<file path="config.mk">
export PLATFORM = sky130hd
export DESIGN_NAME = deadtime_gate_ctrl
export DESIGN_NICKNAME = d
export VERILOG_FILES = /design/src/rtl/dtg_pkg.sv /design/src/rtl/dtg_sync.sv /design/src/rtl/dtg_timer.sv /design/src/rtl/deadtime_gate_ctrl.sv
export SDC_FILE = /design/constraint.sdc
export NUM_CORES = 1
export LEC_CHECK = 0
export ABC_AREA = 1
export BUFFER_PORTS_ARGS = -buffer_cell sky130_fd_sc_hd__buf_2
export CAP_MARGIN = 10
export CORE_MARGIN = 3
export CORE_UTILIZATION = 60
export DETAILED_ROUTE_END_ITERATION = 10
export PLACE_DENSITY_LB_ADDON = 0.3
export SYNTH_ARGS = -nofsm -noshare
export SYNTH_HDL_FRONTEND = slang
export SYNTH_SLANG_ARGS = --single-unit
</file>
<file path="constraint.sdc">
create_clock -name clk_i -period 3.57 [get_ports clk_i]
set_clock_uncertainty 0.15 [all_clocks]
set_input_delay 0.357 -clock clk_i [delete_from_list [all_inputs] [get_ports clk_i]]
set_output_delay 0.357 -clock clk_i [all_outputs]
set_load 0.05 [all_outputs]
</file>
<file path="src/rtl/dtg_pkg.sv">
package dtg_pkg;

   typedef enum logic [2:0] {
      ST_OFF     = 3'd0,
      ST_LS_PREP = 3'd1,
      ST_LS_ON   = 3'd2,
      ST_HS_GATE = 3'd3,
      ST_HS_DLY  = 3'd4,
      ST_HS_ON   = 3'd5
   } gate_state_e;

   // Whole cycles covering a time, rounded up so dead time never shrinks.
   function automatic int unsigned ns_to_cycles(input int unsigned ns,
                                                input int unsigned per);
      return (ns + per - 1) / per;
   endfunction

endpackage

</file>
<file path="src/rtl/dtg_sync.sv">
module dtg_sync #(
   parameter int unsigned WIDTH  = 5,
   parameter int unsigned STAGES = 2
) (
   input  logic             clk_i,
   input  logic             rst_ni,
   input  logic [WIDTH-1:0] d_i,
   output logic [WIDTH-1:0] q_o
);

   logic [WIDTH-1:0] stg [STAGES];

   if (STAGES < 2) begin : g_bad_stages
      $error("dtg_sync needs at least two stages");
   end

   for (genvar s = 0; s < STAGES; s++) begin : g_stage
      if (s == 0) begin : g_first
         always_ff @(posedge clk_i or negedge rst_ni) begin
            if (!rst_ni) stg[s] <= '0;
            else         stg[s] <= d_i;
         end
      end else begin : g_next
         always_ff @(posedge clk_i or negedge rst_ni) begin
            if (!rst_ni) stg[s] <= '0;
            else         stg[s] <= stg[s-1];
         end
      end
   end

   assign q_o = stg[STAGES-1];

endmodule

</file>
<file path="src/rtl/dtg_timer.sv">
module dtg_timer #(
   parameter int unsigned LIMIT = 48,
   parameter int unsigned CW    = $clog2(LIMIT + 1)
) (
   input  logic          clk_i,
   input  logic          rst_ni,
   input  logic          clr_i,
   input  logic          run_i,
   output logic [CW-1:0] cnt_o
);

   localparam logic [CW-1:0] TOP = CW'(LIMIT);

   always_ff @(posedge clk_i or negedge rst_ni) begin
      if (!rst_ni)                   cnt_o <= '0;
      else if (clr_i)                cnt_o <= '0;
      else if (run_i && cnt_o != TOP) cnt_o <= cnt_o + 1'b1;
   end

endmodule

</file>
<file path="src/rtl/deadtime_gate_ctrl.sv">
module deadtime_gate_ctrl
   import dtg_pkg::*;
#(
   parameter int unsigned CLK_PERIOD_NS = 5,
   parameter int unsigned FIX_NS        = 120,
   parameter int unsigned TMO_NS        = 240,
   parameter int unsigned HS_NS         = 40,
   parameter int unsigned SYNC_STAGES   = 2
) (
   input  logic clk_i,
   input  logic rst_ni,
   input  logic pwm_i,
   input  logic drv_allow_i,
   input  logic sw_hi_i,
   input  logic sw_lo_i,
   input  logic lsg_lo_i,
   output logic hs_en_o,
   output logic ls_en_o,
   output logic tmo_rel_o
);

   localparam int unsigned D_FIX = ns_to_cycles(FIX_NS, CLK_PERIOD_NS);
   localparam int unsigned D_TMO = ns_to_cycles(TMO_NS, CLK_PERIOD_NS);
   localparam int unsigned D_HS  = ns_to_cycles(HS_NS, CLK_PERIOD_NS);
   localparam int unsigned T_MAX = (D_TMO > D_HS) ? D_TMO : D_HS;
   localparam int unsigned CW    = $clog2(T_MAX + 1);
   localparam logic [CW-1:0] FIX_LAST = CW'(D_FIX - 1);
   localparam logic [CW-1:0] TMO_LAST = CW'(D_TMO - 1);
   localparam logic [CW-1:0] HS_LAST  = CW'(D_HS - 1);

   if (CLK_PERIOD_NS == 0) begin : g_bad_period
      $error("CLK_PERIOD_NS must be nonzero");
   end
   if (D_FIX == 0 || D_HS == 0) begin : g_bad_delay
      $error("fallback and guard delays must be at least one cycle");
   end
   if (D_TMO <= D_FIX) begin : g_bad_order
      $error("timeout must exceed the fixed fallback delay");
   end

   // ---------------- input synchronization
   logic [4:0] raw_in, syn_in;
   logic       pwm_s, allow_s, sw_hi_s, sw_lo_s, lsg_lo_s;

   assign raw_in = {pwm_i, drv_allow_i, sw_hi_i, sw_lo_i, lsg_lo_i};

   dtg_sync #(.WIDTH(5), .STAGES(SYNC_STAGES)) u_sync (
      .clk_i (clk_i),
      .rst_ni(rst_ni),
      .d_i   (raw_in),
      .q_o   (syn_in)
   );

   assign {pwm_s, allow_s, sw_hi_s, sw_lo_s, lsg_lo_s} = syn_in;

   // ---------------- sequencer
   gate_state_e st_q, st_d;
   logic        seen_q, seen;
   logic        flag_q, flag_d;
   logic [CW-1:0] cnt;
   logic        moving, timing;

   assign seen   = seen_q | sw_hi_s;
   assign moving = (st_d != st_q);
   assign timing = (st_q == ST_LS_PREP) || (st_q == ST_HS_DLY);

   dtg_timer #(.LIMIT(T_MAX), .CW(CW)) u_timer (
      .clk_i (clk_i),
      .rst_ni(rst_ni),
      .clr_i (moving),
      .run_i (timing),
      .cnt_o (cnt)
   );

   always_comb begin
      st_d   = st_q;
      flag_d = flag_q;
      if (!allow_s) begin
         st_d = ST_OFF;
      end else begin
         unique case (st_q)
            ST_OFF:     st_d = pwm_s ? ST_HS_GATE : ST_LS_PREP;
            ST_LS_PREP: begin
               if (pwm_s) begin
                  st_d = ST_HS_GATE;
               end else if (seen && sw_lo_s) begin
                  st_d   = ST_LS_ON;
                  flag_d = 1'b0;
               end else if (cnt >= TMO_LAST) begin
                  st_d   = ST_LS_ON;
                  flag_d = 1'b1;
               end else if (!seen && cnt >= FIX_LAST) begin
                  st_d   = ST_LS_ON;
                  flag_d = 1'b0;
               end
            end
            ST_LS_ON:   if (pwm_s) st_d = ST_HS_GATE;
            ST_HS_GATE: begin
               if (!pwm_s)        st_d = ST_LS_PREP;
               else if (lsg_lo_s) st_d = ST_HS_DLY;
            end
            ST_HS_DLY: begin
               if (!pwm_s)              st_d = ST_LS_PREP;
               else if (cnt >= HS_LAST) st_d = ST_HS_ON;
            end
            ST_HS_ON:   if (!pwm_s) st_d = ST_LS_PREP;
            default:    st_d = ST_OFF;
         endcase
      end
   end

   always_ff @(posedge clk_i or negedge rst_ni) begin
      if (!rst_ni) begin
         st_q   <= ST_OFF;
         seen_q <= 1'b0;
         flag_q <= 1'b0;
      end else begin
         st_q   <= st_d;
         seen_q <= moving ? 1'b0 : ((st_q == ST_LS_PREP) && seen);
         flag_q <= flag_d;
      end
   end

   assign hs_en_o   = (st_q == ST_HS_ON);
   assign ls_en_o   = (st_q == ST_LS_ON);
   assign tmo_rel_o = flag_q;

   // ---------------- checking: off-time runs of each enable
   logic [CW-1:0] hs_off_run, ls_off_run;
   localparam logic [CW-1:0] RUN_TOP = CW'(T_MAX);

   always_ff @(posedge clk_i or negedge rst_ni) begin
      if (!rst_ni) begin
         hs_off_run <= '0;
         ls_off_run <= '0;
      end else begin
         hs_off_run <= hs_en_o ? '0 : ((hs_off_run == RUN_TOP) ? hs_off_run : hs_off_run + 1'b1);
         ls_off_run <= ls_en_o ? '0 : ((ls_off_run == RUN_TOP) ? ls_off_run : ls_off_run + 1'b1);
      end
   end

   p_off_when_blocked_r2: assert property (@(posedge clk_i) disable iff (!rst_ni)
      !allow_s |=> (!hs_en_o && !ls_en_o));

   p_timeout_window_r5: assert property (@(posedge clk_i) disable iff (!rst_ni)
      ($rose(ls_en_o) && tmo_rel_o) |-> (hs_off_run >= CW'(D_TMO)));

   p_high_guard_r6: assert property (@(posedge clk_i) disable iff (!rst_ni)
      $rose(hs_en_o) |-> (ls_off_run >= CW'(D_HS)));

   p_hs_drops_on_reverse_r7: assert property (@(posedge clk_i) disable iff (!rst_ni)
      (hs_en_o && !pwm_s) |=> !hs_en_o);

   p_ls_drops_on_reverse_r7: assert property (@(posedge clk_i) disable iff (!rst_ni)
      (ls_en_o && pwm_s) |=> !ls_en_o);

   p_gap_before_low_r8: assert property (@(posedge clk_i) disable iff (!rst_ni)
      $rose(ls_en_o) |-> !$past(hs_en_o));

endmodule

</file>
* Word-level counts from Yosys, hierarchy flattened
Cells that the tools add are included.
Word-level totals: bits in latches 0, memory bits (read-only) 0, input port bits 7, memories kept 0, bits in writable memories 0, flip-flop bits (word level) 21
Cells by class: equality and inequality tests 7, order comparisons 3, shift operators 0, reductions and logical operators 10, $add $sub $neg 1, multiply operators 0, div/mod/pow operators 0, bitwise gates (word level) 2, multiplexer cells 19
Operators by type and width (count):
- $mux 3 | 11
- $pmux 3 s6 | 1
- $mux 6 | 2
- $add 6x1->6 const B | 1
- $eq 3x2->1 const B | 2
- $eq 3x3->1 const B | 2
- $ge 6x3->1 const B | 1
- $ge 6x5->1 const B | 1
- $ge 6x6->1 const B | 1
- $ne 6x6->1 const B | 1
- $logic_and 1x1->1 | 4
- $mux 1 | 4
- $reduce_and 4->1 | 1
- $eq 3x1->1 const B | 1
- $logic_not 3->1 | 1
- $ne 3x3->1 | 1
- $reduce_bool 3->1 | 1
- $mux 2 | 1
- $reduce_bool 2->1 | 1
- $logic_not 1->1 | 1
- $logic_or 1x1->1 | 1
- $not 1->1 | 1
- $or 1x1->1 | 1

* Logic depth before layout (Yosys ltp)
Gate-level depths: netlist of the first run.
word-level depth 11, mapped depth 13, mapped depth without buffers 13

* Cells and area by module
From an unflattened synthesis of the first run, not the netlist that was laid out.
Unflattened totals: cells, all modules 135, area total of the unflattened synthesis 1082.3 µm²
By module, submodules not included:
- deadtime_gate_ctrl | area each 436.7 µm², cells an instance 74, times used 1
- dtg_timer | area each 357.8 µm², cells an instance 46, times used 1
- dtg_sync | area each 287.8 µm², cells an instance 15, times used 1

* Least setup slack after synthesis of the first run
Ideal clock, no wire load.
path type reg2out, from register st_q[0], to output ls_en_o, path slack 1474 ps, cell stages (with the launch flop) 3, arrival 1589 ps, path through dfrtp_1 > buf_2 > nor3_1
On the way: word-level cells in the longest chain between the ends 1
Ends and longest elaborated chain:
- start, declared | RTL line deadtime_gate_ctrl.sv:57 | gate_state_e st_q, st_d;
- start signal, assigned | RTL line deadtime_gate_ctrl.sv:118 | st_q <= st_d;
- $eq 3x2->1 | RTL line deadtime_gate_ctrl.sv:125 | assign ls_en_o = (st_q == ST_LS_ON);
- end, declared | RTL line deadtime_gate_ctrl.sv:18 | output logic ls_en_o,
Every way passes these cells.

* Final worst setup path of the first run
from register u_timer.cnt_o[0], to register u_timer.cnt_o[0]
On the way: word-level cells in the longest chain between the ends 10
Ends and longest elaborated chain:
- start, declared | RTL line dtg_timer.sv:9 | output logic [CW-1:0] cnt_o
- start signal, assigned | RTL line dtg_timer.sv:17 | else if (run_i && cnt_o != TOP) cnt_o <= cnt_o + 1'b1;
- $ge 6x5->1 | RTL line deadtime_gate_ctrl.sv:92 | end else if (!seen && cnt >= FIX_LAST) begin
- $logic_and 1x1->1 | RTL line deadtime_gate_ctrl.sv:92
- $mux 3 | RTL line deadtime_gate_ctrl.sv:92
- $mux 3 | RTL line deadtime_gate_ctrl.sv:89 | end else if (cnt >= TMO_LAST) begin
- $mux 3 | RTL line deadtime_gate_ctrl.sv:86 | end else if (seen && sw_lo_s) begin
- $mux 3 | RTL line deadtime_gate_ctrl.sv:84 | if (pwm_s) begin
- $pmux 3 s6 | RTL line deadtime_gate_ctrl.sv:81 | unique case (st_q)
- $mux 3 | RTL line deadtime_gate_ctrl.sv:78 | if (!allow_s) begin
- $ne 3x3->1 | RTL line deadtime_gate_ctrl.sv:64 | assign moving = (st_d != st_q);
- $mux 6 / $reduce_bool 2->1 (equally long branches)
Parallel ways exist; a longest one is shown, timed or not. The select of a mux whose other input is x is not followed. A chain may end at the register's enable or synchronous reset.

==> results of run 1 <==
sequential cells by signal, summed over array words and instances, names as in the netlist:
signal	count
u_timer.cnt_o	6
seen_q	1
tmo_rel_o	1
u_sync.q_o	5
st_q	3
u_sync.stg	5
metal layers:
| metal | wire length (um) | part of all wire | up-vias | track usage |
|---|---|---|---|---|
| li1 | - | - | 406 | - |
| met1 | 817 | 0.48 | 355 | 0.2599 |
| met2 | 751 | 0.45 | 24 | 0.2968 |
| met3 | 87 | 0.052 | 5 | 0.02299 |
| met4 | 29 | 0.017 | 0 | 0.08287 |
| met5 | 0 | 0 | - | 0 |
placed cells by master (no fill, tap or decap), types with 2 or more instances in the layout:
cell type,count
inv_1,14
nand3_2,2
inv_2,4
clkbuf_4,3
buf_2,9
nand3_1,8
o211ai_1,2
dfrtp_1,21
nor3_1,3
nor2_1,13
ha_1,3
dlygate4sd3_1,5
nand2_1,21
nand4_1,6
o21ai_0,5
nand2_2,2
xor2_1,6
per-stage QoR:
stage	total power, uW	utilization
after floorplan	321.2	-
after global placement	338.5	0.6926
after detailed placement	341.0	0.6926
after CTS	456.2	0.7416
after global routing	478.0	0.7416
final	453.1	0.7416
final cells by class:
type | count | area, um2 | area share
tap | 16 | 20.02 | 0.01732
multi-input combinational | 76 | 421.7 | 0.3647
clock buffer | 4 | 26.28 | 0.02273
sequential | 21 | 525.5 | 0.4545
timing repair buffer | 14 | 95.09 | 0.08225
inverter | 18 | 67.56 | 0.05844
power by group through the flow:
stage,sequential (uW),clock (uW),combinational (uW)
3_5_place_dp,267,0,74.3
4_1_cts,262,115,79.3
2_1_floorplan,262,0,59.6
6_report,262,112,79.1
3_3_place_gp,266,0,72.3
5_1_grt,264,123,90.5
path summary, 6_finish.rpt:
kind | startpoint | end | slack (ns) | depth (start not counted)
max | u_timer.cnt_o[0] | u_timer.cnt_o[0] | 1.58 | 13
min | drv_allow_i | u_sync.stg[8] | 0.01 | 1
max reg2reg | u_timer.cnt_o[0] | u_timer.cnt_o[0] | 1.58 | 13
min reg2reg | u_sync.stg[6] | u_sync.q_o[1] | 0.21 | 0
max in group asynchronous | rst_ni | u_timer.cnt_o[0] | 2.59 | 2
min in group asynchronous | rst_ni | tmo_rel_o | 0.37 | 2
worst max-delay path, stage by stage, from the launching register on:
cell     delay, ns
dfrtp_1       0.44
ha_1          0.25
o21ai_0       0.22
nand2_1       0.08
nand2_1       0.10
nand3_2       0.07
nand2_1       0.07
nand3_1       0.08
nand2_1       0.09
nand2_1       0.05
nand2_1       0.07
nor2_2        0.05
nand2_2       0.12
nor2_1        0.06
logic make-up (layout without fill, tap and decap cells):
| group | count (synthesis) | count (layout) | synth area share |
|---|---|---|---|
| buf+inv | 19 | 36 | 0.07116 |
| xor+xnor | 6 | 6 | 0.05153 |
| fa+ha+maj | 3 | 3 | 0.03681 |
| flops | 21 | 21 | 0.5153 |
| simple gates | 58 | 58 | 0.2736 |
| compound gates | 9 | 9 | 0.05152 |
==> flow_summary.ini, run 1 <==
[power_and_ir_drop]
p_clk_frac = 0.246
p_int_uw = 322.6
vdd.ir_drop.worst_mv = 0.3487
power_frac_comb = 0.175
sw_frac_of_total = 0.2879
power_frac_seq = 0.579
p_leak_uw = 0.0005960
p_sw_uw = 130.5
power_density_mw_per_mm2 = 391.9

[critical_path]
cp.required_ns = 3.62
path_max_fanout = 7
cp-end-kind = register
worstPathArrival_ns = 2.04
worstSetupPathType = register to register
worstSetupStartpointType = register

[clocking]
clock_sinks = 21
cts_tree = built
path_clk_slew_ns = 0.11
hold_buffers = 5
ctsResizeCount = 0
cts-root-buf = clkbuf_4
clk_latency_ns = 0.30
postCtsSetupBuffers = 0
clock_path_buffers = 2
htree_levels = 1
cts_buffers = 3

[sta]
min_period_ns = 1.987
setup_violations = 0
fmax_mhz = 503.4
finalHoldViolations = 0
max_slew_margin = 0.7032
hold-worst-slack_ns = 0.01177
post-route-period-util = 0.5565
final.setup.tns_ns = 0
timing.final.ws_setup_ns = 1.583
slew_violations = 0
tightest_slew_ns = 0.4453
rsz0062_at_grt = no

[flow_run]
cap_violations = 0

[logic_synthesis]
synth_warnings = 0
synthArstFlopShare = 1.000
synth.ff_latch_count = 21
yosysTopAreaCellShare = 0.5153
yosys-top-cells-area = dfrtp_1 (52%), nand2_1 (7.7%), inv_1 (5.2%)
syn_nets = 126
synth_ff_type = dfrtp_1
yosys.area.top_type = dfrtp_1
synth.distinct_cells = 20
synth_edf_count = 0
syn-cell-area_mm2 = 0.001020
yosysSeqAreaShare = 0.5153
synthCells = 116
syn_area_per_cell_um2 = 8.791
synth_common_cells = dfrtp_1 (21), nand2_1 (21), inv_1 (14)

[route]
via_per_inst = 5.302
ant_nets = 0
drt_iter0_drc = 16
first_pass_iters = 4
wl_per_cell_um = 11.32
drt_drc_violations_left = 0
via_count = 790
finalWirelength_um = 1686

[die]
die_area_mm2 = 0.002230
placementRows = 14
die-width_um = 47.23
core_area_mm2 = 0.001559
io_pins = 10
die_h_um = 47.23
start_util = 0.6541

[final_layout]
num_antenna_cells = 0
fin_nets = 144
fillCellCount = 112
finalInstanceArea_mm2 = 0.001156
drive_above_1_share = 0.1729
syn_to_final_growth_pct = 13.37
instances_no_fill = 149

[grt]
grt_pass1_vias = 733
grt_pass1_wl_um = 2891
grt_use_total = 0.1881
antenna_found_initial = 0
gr-total-overflow = 0
grt_start_max_net_pins = 22

[placement]
hpwl_um = 1231
portBuffers = 9
place_area_mm2 = 0.001080
gp_congestion = 0.8757
place_inst = 140
place_ws_ns = 1.601

[hold_path]
worstHoldPathType = primary input to register

[outcome]
status = finished clean
Note: power is estimated with default switching activity, not from simulation.
==> run 2: changes to the inputs <==
--- a/config.mk
+++ b/config.mk
@@ -9,7 +9,7 @@
 export BUFFER_PORTS_ARGS = -buffer_cell sky130_fd_sc_hd__buf_2
 export CAP_MARGIN = 10
 export CORE_MARGIN = 3
-export CORE_UTILIZATION = 60
+export CORE_UTILIZATION = 50
 export DETAILED_ROUTE_END_ITERATION = 10
 export PLACE_DENSITY_LB_ADDON = 0.3
 export SYNTH_ARGS = -nofsm -noshare
==> constraint.sdc (replaced) <==
create_clock -name clk_i -period 1.7 [get_ports clk_i]
set_clock_uncertainty 0.15 [all_clocks]
set_input_delay 0.17 -clock clk_i [delete_from_list [all_inputs] [get_ports clk_i]]
set_output_delay 0.17 -clock clk_i [all_outputs]
set_load 0.05 [all_outputs]
==> flow_summary.ini, run 2 (synthesis results as in run 1) <==
[outcome]
status = finished, violations left
violations = negative setup slack

[sta]
rsz0062_at_grt = yes
max_slew_margin = 0.7053
min_period_ns = 1.826
timing.final.ws_setup_ns = -0.1257
tightest_slew_ns = 0.4420
slew_violations = 0
fmax_mhz = 547.7
post-route-period-util = 1.074
finalHoldViolations = 0
setup_violations = 8

[placement]
place_inst = 154
place_ws_ns = -0.1617
hpwl_um = 1395
portBuffers = 9
gp_congestion = 0.8763

[grt]
grt_pass1_vias = 809
antenna_found_initial = 0
gr-total-overflow = 0
grt_start_max_net_pins = 22
grt_use_total = 0.1845
grt_pass1_wl_um = 3436

[final_layout]
multi_input_area_um2 = 480.5
fin_nets = 155
num_antenna_cells = 0
layout_common_cells = dfrtp_1 (20), inv_1 (13), nand2_1 (13)
regMostFlops = u_timer.cnt_o
largest_reg_flops = 6
fillCellCount = 137
drive_above_1_share = 0.3611
instances_no_fill = 169
final_common_cell = dfrtp_1
final-seq-area_um2 = 526.8
syn_to_final_growth_pct = 29.32
final_core_util = 0.7244

[route]
wl_per_cell_um = 11.96
drt_iter0_drc = 30
via_per_inst = 5.095
finalWirelength_um = 2022
first_pass_iters = 4
via_count = 861
drt_drc_violations_left = 0
ant_nets = 0

[power_and_ir_drop]
power_density_mw_per_mm2 = 767.9
p_int_uw = 710.6
p_clk_frac = 0.237
power_frac_comb = 0.218
p_total_uw = 1013
p_leak_uw = 0.0006564
p_sw_uw = 302.1
sw_frac_of_total = 0.2983
power_frac_seq = 0.546
vdd.ir_drop.worst_mv = 0.6512

[critical_path]
worstReg2RegEnd = u_timer.cnt_o[0]
critPathSlowestCell = dfrtp_1
crit_chain = ha_2, o21ai_2, nand2_1, nand2_2, nand3_2, nand2_1, nand3_2, nand3_2, nand2_1, nor2_2, nand2_4, nor2_1
cp_num_buf_inv = 0
reg2reg_depth = 12
timing.rr.start = u_timer.cnt_o[1]
r2r_setup_slack_ns = -0.13
worstSetupPathType = register to register
path_max_fanout = 7
worstPathArrival_ns = 1.92
crit_family = simple AND/OR/NAND/NOR gates
cp.required_ns = 1.79
worstSetupStartpointType = register
slowest_delay_ns = 0.42
cp-end-kind = register

[die]
die_area_mm2 = 0.002617
start_util = 0.5601
placementRows = 15
io_pins = 10
core_area_mm2 = 0.001821
die-width_um = 51.16
die_h_um = 51.16

[clocking]
cts_buffers = 3
clk_latency_ns = 0.31
path_clk_slew_ns = 0.11
cts_tree = built
htree_levels = 1
cts-root-buf = clkbuf_4
clock_path_buffers = 2
clock_sinks = 21

[hold_path]
worstHoldPathType = primary input to async pin

[flow_run]
cap_violations = 0
==> run 2: worst reg2reg max path, stage by stage (launching register included) <==
cell     delay (ns)
dfrtp_1        0.42
ha_2           0.22
o21ai_2        0.13
nand2_1        0.08
nand2_2        0.07
nand3_2        0.07
nand2_1        0.08
nand3_2        0.09
nand3_2        0.08
nand2_1        0.06
nor2_2         0.12
nand2_4        0.09
nor2_1         0.10
==> run 2: metrics by stage <==
stage               setup TNS [ns]  area [um2]  hold WS (ns)
finish                     -0.9264        1319        0.1751
global route                -2.140        1319        0.2172
CTS                         -1.050        1271        0.1869
detailed placement          -1.102        1140     -0.008831
global placement           -0.8104        1140     -0.008090
floorplan                        0        1031       -0.2756
==> run 2: final cells by class <==
| class | count | area share |
|---|---|---|
| clock buffer | 4 | 0.01992 |
| timing repair buffer | 25 | 0.1414 |
| multi-input combinational | 76 | 0.3643 |
| inverter | 18 | 0.05123 |
| sequential | 21 | 0.3994 |
| tap | 25 | 0.02372 |
==> run 2: how the worst max path moves through the flow <==
stage                     depth (start not counted)                to  slack, ns        startpoint
after floorplan                                  13  u_timer.cnt_o[1]      0.003  u_timer.cnt_o[0]
after global placement                           13  u_timer.cnt_o[0]      -0.12  u_timer.cnt_o[0]
after detailed placement                         13  u_timer.cnt_o[5]      -0.16  u_timer.cnt_o[1]
after CTS                                        13  u_timer.cnt_o[5]      -0.14  u_timer.cnt_o[0]
after global routing                             13  u_timer.cnt_o[0]      -0.27  u_timer.cnt_o[0]
final                                            12  u_timer.cnt_o[0]      -0.13  u_timer.cnt_o[1]
==> run 2: per-layer routing <==
metal,part of all wire,track usage
met1,0.43,0.2362
met2,0.49,0.2918
met3,0.048,0.03499
met4,0.029,0.1031
met5,0,0
==> run 2: power by group through the flow <==
stage	Clock (uW)	Sequential [uW]	Combinational, uW
global route	266	557	250
finish	240	553	220
detailed placement	0	561	172
global placement	0	560	168
floorplan	0	550	127
CTS	248	552	197
==> run 2: what timing repair did <==
action                     CTS  global route
setup endpoints to repair    7            11
gates resized for setup      5            15
gates cloned                 0             0
setup buffers                4             1
hold endpoints to repair    26             0
hold buffers                 6             0
pin swaps                    3             4
